===== src/rtl/spec_load_pkg.sv =====
package spec_load_pkg;

  typedef logic [2:0] size_code_t;
  typedef logic [4:0] byte_len_t;

  // Size code to access length in bytes; codes above 4 are 16-byte accesses
  function automatic byte_len_t code_to_len(size_code_t code);
    byte_len_t len;
    case (code)
      3'd0:    len = 5'd1;
      3'd1:    len = 5'd2;
      3'd2:    len = 5'd4;
      3'd3:    len = 5'd8;
      3'd4:    len = 5'd10;
      default: len = 5'd16;
    endcase
    return len;
  endfunction

endpackage


===== src/rtl/spec_slot_cmp.sv =====
module spec_slot_cmp
  import spec_load_pkg::*;
#(
  parameter int ADDR_W = 64,
  parameter int REG_W  = 7
) (
  input  logic              slot_valid,
  input  logic [REG_W-1:0]  slot_tag,
  input  logic [ADDR_W-1:0] slot_base,
  input  byte_len_t         slot_len,
  input  logic              wr_valid,
  input  logic [ADDR_W-1:0] wr_base,
  input  byte_len_t         wr_len,
  input  logic [REG_W-1:0]  probe_tag,
  input  logic [REG_W-1:0]  new_tag,
  output logic              wr_overlap,
  output logic              probe_eq,
  output logic              new_eq
);

  localparam int EXT_W = ADDR_W + 1;

  logic [EXT_W-1:0] slot_lo, slot_hi, wr_lo, wr_hi;

  always_comb begin
    slot_lo    = {1'b0, slot_base};
    wr_lo      = {1'b0, wr_base};
    slot_hi    = slot_lo + EXT_W'(slot_len);
    wr_hi      = wr_lo + EXT_W'(wr_len);
    wr_overlap = slot_valid && wr_valid && (slot_lo < wr_hi) && (wr_lo < slot_hi);
    probe_eq   = (slot_tag == probe_tag);
    new_eq     = (slot_tag == new_tag);
  end

endmodule


===== src/rtl/spec_slot_pick.sv =====
module spec_slot_pick #(
  parameter int ENTRIES = 16
) (
  input  logic               clk,
  input  logic               rst_n,
  input  logic [ENTRIES-1:0] free_vec,
  input  logic               take,
  output logic [ENTRIES-1:0] pick_oh
);

  localparam int PTR_W = (ENTRIES > 1) ? $clog2(ENTRIES) : 1;

  logic [PTR_W-1:0] rr_q, rr_d;
  logic             rr_en;
  logic [ENTRIES-1:0] low_free_oh;
  logic               any_free;

  always_comb begin
    low_free_oh = '0;
    for (int i = ENTRIES - 1; i >= 0; i--) begin
      if (free_vec[i]) low_free_oh = ENTRIES'(1) << i;
    end
    any_free = |free_vec;
    pick_oh  = any_free ? low_free_oh : (ENTRIES'(1) << rr_q);
    rr_en    = take && !any_free;
    rr_d     = (rr_q == PTR_W'(ENTRIES - 1)) ? '0 : rr_q + 1'b1;
  end

  always_ff @(posedge clk or negedge rst_n) begin
    if (!rst_n)     rr_q <= '0;
    else if (rr_en) rr_q <= rr_d;
  end

  // the chosen slot is always a single slot
  p_pick_onehot_r7: assert property (@(posedge clk) disable iff (!rst_n)
    $onehot(pick_oh));

endmodule


===== src/rtl/spec_load_table.sv =====
module spec_load_table
  import spec_load_pkg::*;
#(
  parameter int ENTRIES = 16,
  parameter int ADDR_W  = 64,
  parameter int REG_W   = 7
) (
  input  logic              clk,
  input  logic              rst_n,
  input  logic              flush,
  input  logic              alloc_valid,
  input  logic [REG_W-1:0]  alloc_reg,
  input  logic [ADDR_W-1:0] alloc_addr,
  input  logic [2:0]        alloc_size,
  input  logic              alloc_fault,
  input  logic              snoop_valid,
  input  logic [ADDR_W-1:0] snoop_addr,
  input  logic [2:0]        snoop_size,
  input  logic              chk_valid,
  input  logic [REG_W-1:0]  chk_reg,
  input  logic              chk_consume,
  output logic              chk_hit
);

  logic [ENTRIES-1:0] valid_q, valid_d;
  logic [REG_W-1:0]   tag_q  [ENTRIES];
  logic [ADDR_W-1:0]  base_q [ENTRIES];
  byte_len_t          len_q  [ENTRIES];

  logic [ENTRIES-1:0] snoop_kill, probe_eq, new_eq;
  logic [ENTRIES-1:0] live, probe_vec, consume_kill, post, same_reg;
  logic [ENTRIES-1:0] fault_clr, wr_oh, pick_oh;
  logic               good_alloc, need_slot, hit_now, hit_d;
  byte_len_t          snoop_len, alloc_len;

  assign snoop_len = code_to_len(snoop_size);
  assign alloc_len = code_to_len(alloc_size);

  for (genvar g = 0; g < ENTRIES; g++) begin : g_slot
    spec_slot_cmp #(.ADDR_W(ADDR_W), .REG_W(REG_W)) u_cmp (
      .slot_valid (valid_q[g]),
      .slot_tag   (tag_q[g]),
      .slot_base  (base_q[g]),
      .slot_len   (len_q[g]),
      .wr_valid   (snoop_valid),
      .wr_base    (snoop_addr),
      .wr_len     (snoop_len),
      .probe_tag  (chk_reg),
      .new_tag    (alloc_reg),
      .wr_overlap (snoop_kill[g]),
      .probe_eq   (probe_eq[g]),
      .new_eq     (new_eq[g])
    );
  end

  spec_slot_pick #(.ENTRIES(ENTRIES)) u_pick (
    .clk      (clk),
    .rst_n    (rst_n),
    .free_vec (~post),
    .take     (need_slot),
    .pick_oh  (pick_oh)
  );

  // Next state: snoop removal first, then the check, then allocation
  always_comb begin
    live         = valid_q & ~snoop_kill;
    probe_vec    = chk_valid ? (live & probe_eq) : '0;
    hit_now      = |probe_vec;
    consume_kill = chk_consume ? probe_vec : '0;
    post         = live & ~consume_kill;
    same_reg     = post & new_eq;
    good_alloc   = alloc_valid && !alloc_fault && !flush;
    need_slot    = good_alloc && !(|same_reg);
    fault_clr    = (alloc_valid && alloc_fault) ? same_reg : '0;
    wr_oh        = good_alloc ? ((|same_reg) ? same_reg : pick_oh) : '0;
    valid_d      = flush ? '0 : ((post & ~fault_clr) | wr_oh);
    hit_d        = hit_now && !flush;
  end

  always_ff @(posedge clk or negedge rst_n) begin
    if (!rst_n) begin
      valid_q <= '0;
      chk_hit <= 1'b0;
    end else begin
      valid_q <= valid_d;
      chk_hit <= hit_d;
    end
  end

  for (genvar g = 0; g < ENTRIES; g++) begin : g_store
    always_ff @(posedge clk) begin
      if (wr_oh[g]) begin
        tag_q[g]  <= alloc_reg;
        base_q[g] <= alloc_addr;
        len_q[g]  <= alloc_len;
      end
    end
  end

  // a hit only follows a presented check
  p_hit_needs_check_r11: assert property (@(posedge clk) disable iff (!rst_n)
    chk_hit |-> $past(chk_valid));

  // flush empties the table
  p_flush_empties_r10: assert property (@(posedge clk) disable iff (!rst_n)
    flush |=> (valid_q == '0));

  // a register never owns two live entries
  p_single_owner_r6: assert property (@(posedge clk) disable iff (!rst_n)
    chk_valid |-> ($countones(valid_q & probe_eq) <= 1));

  // a clean allocation leaves at least one valid entry
  p_alloc_records_r2: assert property (@(posedge clk) disable iff (!rst_n)
    (alloc_valid && !alloc_fault && !flush) |=> (valid_q != '0));

  // a faulted allocation writes no slot
  p_fault_no_write_r9: assert property (@(posedge clk) disable iff (!rst_n)
    (alloc_valid && alloc_fault) |-> (wr_oh == '0));

endmodule


===== config.mk =====
export PLATFORM = sky130hd
export DESIGN_NAME = spec_load_table
export DESIGN_NICKNAME = d
export VERILOG_FILES = /design/src/rtl/spec_load_pkg.sv /design/src/rtl/spec_slot_cmp.sv /design/src/rtl/spec_slot_pick.sv /design/src/rtl/spec_load_table.sv
export SDC_FILE = /design/constraint.sdc
export NUM_CORES = 2
export LEC_CHECK = 0
export BUFFER_PORTS_ARGS = -buffer_cell sky130_fd_sc_hd__buf_4
export CAP_MARGIN = 15
export CORE_ASPECT_RATIO = 1.4
export CORE_MARGIN = 3
export CORE_UTILIZATION = 50
export DETAILED_ROUTE_END_ITERATION = 8
export GPL_TIMING_DRIVEN = 0
export PLACE_DENSITY = 0.78
export SLEW_MARGIN = 20
export SYNTH_ARGS = -nofsm -noshare
export SYNTH_HDL_FRONTEND = slang
export SYNTH_SLANG_ARGS = --single-unit

===== constraint.sdc =====
create_clock -name clk -period 16.85 [get_ports clk]
set_input_delay 1.685 -clock clk [delete_from_list [all_inputs] [get_ports clk]]
set_output_delay 1.685 -clock clk [all_outputs]
set_load 0.05 [all_outputs]

Yosys cells after proc, flatten, opt, wreduce, memory -nomap -nowiden
Memories as Yosys holds them, arrays and structs flattened.
Cells that the tools add are included.
{"block": "word_totals", "regBits": 21, "ramBits": 1216, "in_bits": 156, "n_memories": 3}
{"block": "classes", "n_addsub": 18, "magnitude_cmp": 32, "eq_ne": 41, "shift": 1, "muxes": 58, "bitwise_logic": 10, "reduce_logical": 63}
{"memory": "base_q", "depth": 16, "width": 64, "read_ports": 16, "rd_ports_with_merged_regs": 0, "wr": 16, "line": "spec_load_table.sv:27", "rtl": "logic [ADDR_W-1:0] base_q [ENTRIES];"}
{"memory": "tag_q", "depth": 16, "width": 7, "read_ports": 16, "rd_ports_with_merged_regs": 0, "wr": 16, "line": "spec_load_table.sv:26", "rtl": "logic [REG_W-1:0] tag_q [ENTRIES];"}
{"memory": "len_q", "depth": 16, "width": 5, "read_ports": 16, "rd_ports_with_merged_regs": 0, "wr": 16, "line": "spec_load_table.sv:28", "rtl": "byte_len_t len_q [ENTRIES];"}
{"op": "64-bit by 65-bit less-than comparator with 1-bit output", "n": 32}
{"op": "64-bit by 5-bit adder with 65-bit output", "n": 17}
{"op": "16-bit two-way mux", "n": 23}
{"op": "7-bit equality test", "n": 32}
{"op": "16-bit AND", "n": 5}
{"op": "16-bit NOT", "n": 4}
{"op": "1-bit logical AND", "n": 54}
{"op": "5-bit one-hot mux with 5 select lines", "n": 2}
{"op": "16-bit OR reduction", "n": 3}
{"op": "1-bit two-way mux", "n": 32}
{"op": "16-bit bitwise OR", "n": 1}
{"op": "1-bit by 4-bit << shifter with 16-bit output (first input constant)", "n": 1}
{"op": "3-bit by 2-bit equality test with 1-bit output (second input constant)", "n": 4}
{"op": "3-bit by 1-bit equality test with 1-bit output (second input constant)", "n": 2}
{"op": "3-bit equality test (second input constant)", "n": 2}
{"op": "3-bit zero test", "n": 2}
{"op": "4-bit by 1-bit adder with 4-bit output (second input constant)", "n": 1}
{"op": "4-bit equality test (second input constant)", "n": 1}
{"op": "1-bit zero test", "n": 4}
{"op": "4-bit two-way mux", "n": 1}

Logic depth before layout (Yosys ltp)
{"block": "logic_depth", "depth_word": 35, "mapped_depth": 32, "depth_no_buf": 29}

Hierarchy
Synthesis repeated with hierarchy kept, for this count alone.
{"block": "unflattened", "cells_unflattened": 13249, "hier_area_um2": 126810.4}
{"mod": "spec_slot_cmp at g_slot[0].u_cmp ...", "instances": 7, "cells_per_inst": 754, "area_each_um2": 5554.1}
{"mod": "spec_load_table", "instances": 1, "cells_per_inst": 1427, "area_each_um2": 38215.4}
{"mod": "spec_slot_cmp at g_slot[15].u_cmp ...", "instances": 7, "cells_per_inst": 711, "area_each_um2": 5424.0}
{"mod": "spec_slot_cmp at g_slot[9].u_cmp", "instances": 1, "cells_per_inst": 739, "area_each_um2": 5589.1}
{"mod": "spec_slot_cmp at g_slot[14].u_cmp", "instances": 1, "cells_per_inst": 742, "area_each_um2": 5515.3}
{"mod": "spec_slot_pick", "instances": 1, "cells_per_inst": 86, "area_each_um2": 644.4}

Least setup slack after synthesis
No wires, ideal clock.
{"block": "synth_path", "path_type": "in2reg", "from": "in snoop_size[2]", "to": "mem base_q[6][0] (netlist: base_q[0][384]) (enable)", "setup_time_ns": 0.624, "arrival_ns": 14.115, "t_required_ns": 16.226, "path_slack_ns": 2.111, "stages": 30, "path_cell_list": "nand2b_1 -> a21o_1 -> inv_1 -> ha_1 -> a21o_1 -> a21oi_1 -> o21bai_1 -> a21oi_1 -> nor2b_1 -> nand3_1 -> or3_1 -> clkbuf_1 -> nor4_1 -> nand2_1 -> nor2_1 -> nand3_1 -> xor2_1 -> ha_1 -> nand4_1 -> or4_1 -> or4_1 -> nor3_1 -> o211ai_1 -> a31oi_1 -> o21ai_0 -> nor4_1 -> nand3_1 -> nor4_4 -> a311oi_1 -> a211oi_1"}
{"element": "start: declaration", "line": "spec_load_table.sv:18", "rtl": "input logic [2:0] snoop_size,"}
{"element": "end: declaration", "line": "spec_load_table.sv:27"}

==> flow_metrics.py <==
metrics = {
    "critical_path": {
        "worst_path_most_repeated_cell": "buf_16",
        "cp_max_fo": 20,
        "crit_type": "input port to flop",
        "reg2reg_depth": 31,
        "cp-end-kind": "flop",
        "rr_endpoint": "len_q[0][8]",
        "cp_top_family": "simple AND/OR/NAND/NOR gates",
        "cp_data_required_time_ps": 17380,
        "reg2reg_from": "base_q[0][1]",
        "startpoint": "snoop_size[2]",
        "slowest_delay_ps": 990,
        "path_buf_inv": 8,
        "reg2reg_slack_ps": 5120,
        "slowest_stage": "nor4_1",
        "crit_cells": 36,
        "cp.arrival_ps": 14200,
        "worstSetupStartpointType": "input port",
        "crit_end": "len_q[0][8]",
    },
    "floorplanning": {
        "die-height_um": 551,
        "start_util_pct": 50.4,
        "rows": 199,
        "boundaryPins": 157,
        "die-area_um2": 218000,
        "core_area_um2": 211000,
        "die_x_um": 396,
    },
    "clock_network": {
        "clock_path_buffers": 4,
        "htree_levels": 4,
        "post_cts_resized": 0,
        "clk-insertion-delay-late_ps": 830,
        "path_clk_slew_ps": 50,
        "clockRootBuffer": "clkbuf_16",
        "cts_setup_buffers": 0,
        "cts_made_buffers": 149,
        "clock_sinks": 1237,
        "cts_tree": "done",
        "ctsHoldBuffers": 0,
    },
    "yosys": {
        "synth_cell_type_count": 100,
        "ys_seq_elements": 1237,
        "syn_inst": 10368,
        "ys_warn_count": 0,
        "async_flop_share_pct": 1.70,
        "synth-edff-count": 1216,
        "synth_top_area_share_pct": 34.4,
        "netlist_top_cells_area": "edfxtp_1, ha_1, xor2_1",
        "synth_common_cells": "ha_1, edfxtp_1, nand2_1, a21oi_1, xor2_1",
        "synth_flop_cell": "edfxtp_1",
        "synth_top_cell_by_area": "edfxtp_1",
        "syn_nets": 12636,
        "syn_avg_cell_area_um2": 10.2,
        "synth.most_common_cell": "ha_1",
        "synth_area_um2": 106000,
        "seq_area_frac_synth_pct": 34.9,
    },
    "detailed_routing": {
        "drt_drc_violations_left": 0,
        "via_count": 91284,
        "drt-wirelength-per-cell_um": 28.5,
        "vias_per_cell": 6.65,
        "first_pass_iters": 7,
        "routed_wl_um": 391000,
        "first_iter_violations": 9534,
        "antenna_left": 0,
    },
    "placement": {
        "portBuffers": 145,
        "gp_congestion": 1.02,
        "dp.final_hpwl_um": 303000,
        "place_area_um2": 115000,
    },
    "finish": {
        "fill_cells": 17875,
        "drive_above_1_share_pct": 6.33,
        "fin_nets": 13080,
        "postLayoutCellArea_um2": 120000,
        "syn2layout_area_growth_pct": 12.8,
    },
    "pwr": {
        "power_leakage_nw": 45.4,
        "power.density_nw_per_um2": 66.4,
        "peakVddDrop_mv": 0.116,
    },
    "timing": {
        "fin_crit_ps": 13660,
        "max_freq_mhz": 73.2,
        "maxSlewHeadroom_pct": 13.6,
        "worst_pin_slew_ps": 1280,
        "hold_viol": 0,
        "grt_setup_unrepaired": "no",
        "maxSlewViolCount": 0,
        "fin_hold_ws_ps": 615,
        "clock_skew_ps": 44.9,
        "setup_viol": 0,
        "min_period_over_period_pct": 81.1,
    },
    "hold_path": {
        "holdCritPathClass": "flop to flop",
    },
    "global_routing": {
        "grt_pass1_vias": 87741,
        "grt_usage_pct": 34.8,
        "gr-total-overflow": 0,
        "grt_max_degree": 54,
        "antenna_found_initial": 13,
        "grt_pass1_wl_um": 568000,
    },
    "outcome": {
        "status": "finished, final reports clean",
    },
    "flow_run": {
        "maxCapViolCount": 0,
    },
}
==> state kept, by name (all words and copies together) (netlist names) <==
name         count
base_q        1024
chk_hit          1
len_q           80
tag_q          112
u_pick.rr_q      4
valid_q         16
==> placed cells by master (no fill, tap or decap), types with 26 or more instances in the layout <==
| cell | instances |
|---|---|
| a2111oi_0 | 28 |
| clkbuf_16 | 153 |
| a21oi_1 | 757 |
| buf_4 | 153 |
| o211ai_1 | 44 |
| clkbuf_1 | 77 |
| a21o_1 | 176 |
| a221oi_1 | 58 |
| nor2b_1 | 62 |
| and3_1 | 181 |
| ha_1 | 2095 |
| o21bai_1 | 33 |
| inv_1 | 161 |
| nand3_1 | 532 |
| o21ai_0 | 361 |
| buf_16 | 55 |
| and4_1 | 170 |
| a211oi_1 | 129 |
| nor3_1 | 162 |
| o21a_1 | 47 |
| clkinv_2 | 26 |
| edfxtp_1 | 1216 |
| xor2_4 | 39 |
| xor2_1 | 682 |
| nor2_1 | 545 |
| xnor2_1 | 524 |
| nand2b_1 | 34 |
| nand2_1 | 936 |
| buf_6 | 56 |
| and2_1 | 57 |
| nand4_1 | 580 |
| a31oi_1 | 39 |
| nor4_1 | 104 |
==> layout make-up <==
type                            instances  area [um^2]  share of cell area, %
Antenna cell                            4         10.0                0.00835
Buffer                                 75          304                  0.254
Clock buffer                          171         3910                   3.26
Clock inverter                         84         1100                  0.915
Inverter                              163          612                  0.510
Multi-Input combinational cell       8893        69600                   58.1
Sequential cell                      1237        37000                   30.9
Tap cell                             2814         3520                   2.94
Timing Repair Buffer                  293         3740                   3.12
==> metrics by stage <==
| stage | util, % | setup WS, ps | power [mW] | TNS (ps) | instances |
|---|---|---|---|---|---|
| 5_1_grt | 56.9 | 3050 | 8.18 | 0 | 13731 |
| 4_1_cts | 56.9 | 3660 | 7.96 | 0 | 13730 |
| 6_report | 56.9 | 3190 | 7.96 | 0 | 13734 |
| 3_5_place_dp | 54.5 | 2840 | 4.55 | 0 | 13475 |
| 2_1_floorplan | - | 2110 | 4.00 | 0 | 10368 |
| 3_3_place_gp | 52.6 | -8030 | 4.44 | -3909540 | 13327 |
==> kinds of logic after synthesis <==
logic type,synth area share [%]
xor gates and xnor gates,10.5
DFF,34.9
muxes,0.0506
and+or+nand+nor,17.0
AOI/OAI and AO/OA,11.7
buffers and inverters,0.861
adders and majority gates,25.0
==> worst reg2reg max path: cells and delay by family, from the launching register on <==
kind,cells,cell delay (ps)
simple gates,14,5530
buf+inv,5,1250
fa+ha+maj,2,600
compound gates,9,3540
xor+xnor,1,120
flops,1,460
==> report_power, final <==
group	switching (mW)	internal, mW
logic	0.742	0.376
registers	0.0137	3.39
clock network	1.39	2.04
==> per-layer routing <==
metal / vias up / wire length [um] / track usage [%]
li1: 41126 / - / -
met1: 43661 / 146000 / 42.5
met2: 4897 / 173000 / 55.4
met3: 1586 / 35900 / 5.76
met4: 14 / 36500 / 25.9
met5: - / 86 / 0
==> worst min-delay path by stage <==
stage	from	endpoint	cells after the start
finish	u_pick.rr_q[1]	u_pick.rr_q[1]	1
global route	u_pick.rr_q[1]	u_pick.rr_q[1]	1
CTS	u_pick.rr_q[1]	u_pick.rr_q[1]	1
detailed placement	u_pick.rr_q[1]	u_pick.rr_q[1]	1
global placement	u_pick.rr_q[1]	u_pick.rr_q[1]	1
floorplan	u_pick.rr_q[1]	u_pick.rr_q[1]	1
Power figures use the tool's default switching activity.
